**config.mk**
```make
export PLATFORM = sky130hd
export DESIGN_NAME = win_reuse_sched
export DESIGN_NICKNAME = d
export VERILOG_FILES = /design/src/rtl/wrs_pkg.sv /design/src/rtl/wrs_nbr.sv /design/src/rtl/wrs_cmp.sv /design/src/rtl/wrs_acc.sv /design/src/rtl/win_reuse_sched.sv
export SDC_FILE = /design/constraint.sdc
export NUM_CORES = 1
export LEC_CHECK = 0
export BUFFER_PORTS_ARGS = -buffer_cell sky130_fd_sc_hd__buf_2
export CAP_MARGIN = 20
export CORE_AREA = 4 4 197 199
export DETAILED_ROUTE_END_ITERATION = 8
export DIE_AREA = 0 0 201 203
export GPL_TIMING_DRIVEN = 0
export PLACE_DENSITY_LB_ADDON = 0.1
export SETUP_SLACK_MARGIN = 0.1
export SYNTH_ARGS = -nofsm -noshare
export SYNTH_HDL_FRONTEND = slang
export SYNTH_SLANG_ARGS = --single-unit
export TNS_END_PERCENT = 5
```
**constraint.sdc**
```tcl
create_clock -name clk -period 6.4 [get_ports clk]
set_input_delay 0.32 -clock clk [delete_from_list [all_inputs] [get_ports clk]]
set_output_delay 0.32 -clock clk [all_outputs]
set_load 0.02 [all_outputs]
```
**src/rtl/wrs_pkg.sv**
```systemverilog
package wrs_pkg;

  typedef enum logic [2:0] {
    ST_IDLE,
    ST_SWAP,
    ST_REQ,
    ST_WAIT,
    ST_DONE
  } wrs_state_e;

  // side length of the interpolation window for a block edge and filter length
  function automatic int win_side(input int blk_edge, input int taps);
    return blk_edge + taps - 1;
  endfunction

endpackage

```
**src/rtl/wrs_nbr.sv**
```systemverilog
// Positional neighbour map for the 2x2-of-2x2 block order.
module wrs_nbr #(
  parameter int GRID = 4,
  parameter int NBLK = GRID * GRID,
  parameter int IDXW = $clog2(NBLK)
) (
  output logic [NBLK-1:0]      has_pred,
  output logic [NBLK*IDXW-1:0] pred_idx,
  output logic [NBLK-1:0]      swap_pt
);

  localparam int QPR = GRID / 2;   // quadrants per row

  for (genvar b = 0; b < NBLK; b++) begin : g_blk
    localparam int SUB  = b % 4;
    localparam int QUAD = b / 4;
    localparam int QX   = QUAD % QPR;
    localparam bit ODD  = (SUB % 2) == 1;
    localparam int PRED = ODD ? (b - 1) : ((QX > 0) ? (b - 3) : b);
    localparam logic [31:0] PRED_V = PRED;

    assign has_pred[b] = ODD || (QX > 0);
    assign pred_idx[b*IDXW +: IDXW] = PRED_V[IDXW-1:0];
    // save the upper-right window before the lower row starts; restore across quadrants
    assign swap_pt[b] = (SUB == 2) || ((SUB == 0) && (QX > 0));
  end

endmodule

```
**src/rtl/wrs_cmp.sv**
```systemverilog
// Selects two captured vectors and reports equality of the full word.
module wrs_cmp #(
  parameter int NBLK = 16,
  parameter int IDXW = 4,
  parameter int VW   = 16
) (
  input  logic [NBLK*VW-1:0] mv_words,
  input  logic [IDXW-1:0]    cur_idx,
  input  logic [IDXW-1:0]    prd_idx,
  output logic               same
);

  logic [VW-1:0] cur_mv;
  logic [VW-1:0] prd_mv;

  always_comb begin
    cur_mv = mv_words[int'(cur_idx)*VW +: VW];
    prd_mv = mv_words[int'(prd_idx)*VW +: VW];
    same   = (cur_mv == prd_mv);
  end

endmodule

```
**src/rtl/wrs_acc.sv**
```systemverilog
// Per-macroblock pixel accumulator.
module wrs_acc #(
  parameter int PIXW = 7,
  parameter int TOTW = 11
) (
  input  logic            clk,
  input  logic            rst_n,
  input  logic            clr,
  input  logic            add_en,
  input  logic [PIXW-1:0] add_val,
  output logic [TOTW-1:0] total
);

  always_ff @(posedge clk) begin
    if (!rst_n || clr) begin
      total <= '0;
    end else if (add_en) begin
      total <= total + TOTW'(add_val);
    end
  end

endmodule

```
**src/rtl/win_reuse_sched.sv**
```systemverilog
module win_reuse_sched
  import wrs_pkg::*;
#(
  parameter int GRID = 4,
  parameter int MVW  = 8,
  parameter int BLK  = 4,
  parameter int TAPS = 6,
  localparam int NBLK     = GRID * GRID,
  localparam int IDXW     = $clog2(NBLK),
  localparam int VW       = 2 * MVW,
  localparam int WIN      = win_side(BLK, TAPS),
  localparam int FULL_PIX = WIN * WIN,
  localparam int PART_PIX = BLK * WIN,
  localparam int PIXW     = $clog2(FULL_PIX + 1),
  localparam int TOTW     = $clog2(NBLK * FULL_PIX + 1)
) (
  input  logic                 clk,
  input  logic                 rst_n,
  input  logic                 start,
  input  logic [NBLK*VW-1:0]   mv_flat,
  output logic                 busy,
  output logic                 swap_stb,
  output logic                 req_valid,
  input  logic                 req_ready,
  output logic [IDXW-1:0]      req_blk,
  output logic                 req_full,
  output logic [PIXW-1:0]      req_pix,
  input  logic                 fetch_done,
  output logic                 mb_done,
  output logic [TOTW-1:0]      pix_total
);

  localparam logic [IDXW-1:0] LAST_IDX = IDXW'(NBLK - 1);
  localparam logic [PIXW-1:0] FULL_V   = PIXW'(FULL_PIX);
  localparam logic [PIXW-1:0] PART_V   = PIXW'(PART_PIX);

  wrs_state_e           state;
  logic [IDXW-1:0]      idx;
  logic [NBLK*VW-1:0]   mv_q;
  logic [NBLK-1:0]      has_pred;
  logic [NBLK*IDXW-1:0] pred_map;
  logic [NBLK-1:0]      swap_pt;
  logic [IDXW-1:0]      cur_pred;
  logic [IDXW-1:0]      nxt_idx;
  logic                 vec_same;
  logic                 accept;
  logic                 launch;

  wrs_nbr #(.GRID(GRID), .NBLK(NBLK), .IDXW(IDXW)) u_nbr (
    .has_pred (has_pred),
    .pred_idx (pred_map),
    .swap_pt  (swap_pt)
  );

  assign cur_pred = pred_map[int'(idx)*IDXW +: IDXW];
  assign nxt_idx  = idx + 1'b1;

  wrs_cmp #(.NBLK(NBLK), .IDXW(IDXW), .VW(VW)) u_cmp (
    .mv_words (mv_q),
    .cur_idx  (idx),
    .prd_idx  (cur_pred),
    .same     (vec_same)
  );

  assign launch = (state == ST_IDLE) && start;
  assign accept = (state == ST_REQ) && req_ready;

  wrs_acc #(.PIXW(PIXW), .TOTW(TOTW)) u_acc (
    .clk     (clk),
    .rst_n   (rst_n),
    .clr     (launch),
    .add_en  (accept),
    .add_val (req_pix),
    .total   (pix_total)
  );

  always_ff @(posedge clk) begin
    if (!rst_n) begin
      state <= ST_IDLE;
      idx   <= '0;
      mv_q  <= '0;
    end else begin
      unique case (state)
        ST_IDLE: begin
          if (start) begin
            mv_q  <= mv_flat;
            idx   <= '0;
            state <= swap_pt[0] ? ST_SWAP : ST_REQ;
          end
        end
        ST_SWAP: state <= ST_REQ;
        ST_REQ: begin
          if (req_ready) state <= ST_WAIT;
        end
        ST_WAIT: begin
          if (fetch_done) begin
            if (idx == LAST_IDX) begin
              state <= ST_DONE;
            end else begin
              idx   <= nxt_idx;
              state <= swap_pt[nxt_idx] ? ST_SWAP : ST_REQ;
            end
          end
        end
        ST_DONE: state <= ST_IDLE;
        default: state <= ST_IDLE;
      endcase
    end
  end

  always_comb begin
    busy      = (state != ST_IDLE);
    swap_stb  = (state == ST_SWAP);
    req_valid = (state == ST_REQ);
    mb_done   = (state == ST_DONE);
    req_blk   = idx;
    req_full  = !(has_pred[idx] && vec_same);
    req_pix   = req_full ? FULL_V : PART_V;
  end

endmodule

```
==> reports/results.ini <==
[grt]
grt_use_total_pct = 27.8
grt_max_degree = 20
grt_overflow = 0
grt_pass1_vias = 13400
grt_pass1_wl_um = 85600
antenna_found_initial = 1

[detailed_routing]
wl_um = 57900
via_count = 13500
via_per_inst = 5.51
drcViolationCount = 0
wire_per_inst_um = 23.7
drtAntennaViolNets = 0
drt_iter0_drc = 1009
drtPass1Iterations = 5

[cells_and_area]
finish.utilization_pct = 49.5
stdcell_area_um2 = 18400
drive_gt1_share_pct = 26.1
fillerInstances = 3557
area_growth_pct = 26.0
fin_nets = 2225

[clocking]
cts_buffers = 31
cts_tree = yes
clock_sinks = 275
cts_buffer_depth = 3
clkTransAtPathRegs_ps = 60
cts_htree_levels = 1
root_buffer = clkbuf_16
clk_latency_ps = 560

[logic_synthesis]
syn_inst = 1562
synth_top_area_share_pct = 37.6
ys_async_sr_fraction_pct = 0
synth-seq-cells = 275
yosysUniqueCellTypes = 56
syn_avg_cell_area_um2 = 9.37
synth.cell_area_um2 = 14600
synth_top_cells_by_count = 559 x nand2_1, 275 x dfxtp_1, 183 x a21boi_0
yosysMostFrequentCell = nand2_1
synth_enable_flop_cells = 0
synthTopCellsByArea = dfxtp_1 38%, mux4_2 19%, nand2_1 14%, a21boi_0 9.4%, a21boi_1 3.7%
yosysWarnings = 0
synth_largest_area_cell = dfxtp_1
synth-seq-area-share_pct = 37.6
ys.flop_type = dfxtp_1

[timing]
slew_headroom_pct = 38.7
fin_setup_tns_ps = 0
fin_crit_ps = 6010
hold_viol_final = 0
rsz0062_at_grt = no
max_slew.worst_pin.slew_ps = 919
report.final.slew_viol_count = 0
finalSetupViolCount = 0
post-route-period-util_pct = 93.9
fmax_mhz = 166
hold_ws_ps = 11.4
clock_skew_ps = 9.01

[power]
power_density_nw_per_um2 = 248
p_comb_share_pct = 17.7
vdd_drop_max_mv = 0.183
p_clk_share_pct = 39.2
p_leak_uw = 0.00709
seq_power_share_pct = 43.1
total_power_uw = 4570
cellInternalPower_uw = 3260
p_sw_share_pct = 28.6
p_switching_uw = 1310

[worst_hold_path]
min_path_type = in2reg
min_to = mv_q[87]
worstHoldPathCells = 3
worstHoldStart = mv_flat[87]

[setup_path]
r2r_slack_ps = 390
worstPathCellList = buf_2, inv_2, clkbuf_2, ha_2, o21ai_4, buf_2, mux4_2, a22oi_1, a31o_2, nand4_1, nor4_1, and3_1, ha_1, a21o_1, a31o_2, a21o_1, a21oi_1, nor3_1, xnor2_1, nor2_1
cp_max_fo = 11
critPathTopFamily = compound AO/OA/AOI/OAI gates
slowest_delay_ps = 490
startpoint_type = flip-flop
path_buf_inv = 4
crit_type = reg2reg
worstSetupEndpointType = flip-flop
cp.required_ps = 6830
reg2reg_depth = 20
r2r-end = u_acc.total[10]
slowest_stage = dfxtp_2
cp.arrival_ps = 6440
r2r-start = req_blk[1]

[placement]
globalplace.congestion = 0.992
placed_cell_area_um2 = 16700
portBuffers = 284
hpwl_um = 45900

[die]
rows = 71
core-area_um2 = 37200
pin_count = 288
die_h_um = 203
start_util_pct = 39.3
die_w_um = 201
die_area_um2 = 40800

[run_status]
status = complete, no violations

[run]
drv_cap = 0

cell type report:
cell class | instances | area (µm²) | share of cell area, %
repair buffers | 359 | 2170 | 11.8
clock inverters | 9 | 105 | 0.570
inverters | 4 | 15.0 | 0.0814
plain buffers | 139 | 666 | 3.61
clock buffers | 43 | 911 | 4.94
well taps | 474 | 593 | 3.22
flip-flops and latches | 275 | 5510 | 29.9
diodes | 1 | 2.50 | 0.0136
multi-input cells | 1144 | 8470 | 45.9
metrics by stage:
stage	instances	setup slack [ps]
final	2448	389
after global routing	2447	147
after CTS	2445	236
after detailed placement	2321	-625
after global placement	2321	-582
after floorplan	1563	1190
worst min-delay path, cell delays in order:
cell	delay, ps
buf_2	100
nand2_1	40
a21boi_0	60
what timing repair did:
action                     CTS  global route
hold endpoints to repair    73             0
hold buffers                73             0
gates resized for setup      6             4
setup endpoints to repair   11             5
buffers inserted             0             2
pin swaps                    0             1
state kept, by name, indices dropped and copies added, names as in the netlist, named ones only:
name and count:
mv_q 256, req_blk 4, state 3, u_acc.total 11
routing by layer:
| metal | vias to the layer above | part of all wire (%) | GRT usage, % |
|---|---|---|---|
| met1 | 6498 | 43 | 37.6 |
| met3 | 91 | 8.6 | 6.90 |
| met5 | - | 0 | 0 |
| met2 | 605 | 45 | 44.8 |
| met4 | 0 | 3.0 | 7.40 |
| li1 | 6292 | - | - |
cells in the final DEF (no fill, tap or decap), types with 4 or more instances in the layout:
cell and instances:
a211oi_1 11, a21boi_0 183, a21boi_1 73, a21o_1 5
a21oi_1 15, a22o_1 4, a22oi_1 14, a31o_1 4
a31o_2 7, a31oi_1 5, and2_1 5, and3_1 5
buf_1 6, buf_2 301, buf_4 10, buf_6 5
clkbuf_1 100, clkbuf_16 31, clkbuf_8 9, clkinv_2 5
dfxtp_1 274, dlygate4sd3_1 73, ha_1 9, mux2i_1 8
mux4_1 7, mux4_2 124, nand2_1 559, nand2b_1 6
nand3_1 10, nand4_1 14, nor2_1 14, o21ai_0 5
xnor2_1 6, xor2_1 12
worst max path at each step:
stage,start,endpoint,slack [ps],cells after the start
floorplan,req_blk[1],u_acc.total[10],1190,22
global placement,req_blk[1],u_acc.total[10],-580,21
detailed placement,req_blk[1],u_acc.total[10],-630,21
CTS,req_blk[1],u_acc.total[10],240,22
global route,req_blk[1],u_acc.total[10],150,20
finish,req_blk[1],u_acc.total[10],390,20
kinds of logic (layout without fill, tap and decap cells):
logic type	count (synthesis)	after routing	synth area share, %
AOI/OAI and AO/OA	343	343	17.6
buffers and inverters	144	554	4.64
DFF	275	275	37.6
and+or+nand+nor	630	630	17.2
other	1	3	0.0256
xor gates and xnor gates	18	18	1.08
muxes	141	141	21.0
adders and majority gates	10	10	0.855
power by group through the flow:
stage	clock, µW	sequential [µW]	combinational (µW)
after CTS	1820	1960	809
after global routing	1900	1980	889
after detailed placement	0	2000	773
after global placement	0	2000	765
after floorplan	0	1930	494
final	1790	1970	811
Power figures use the tool's default switching activity.
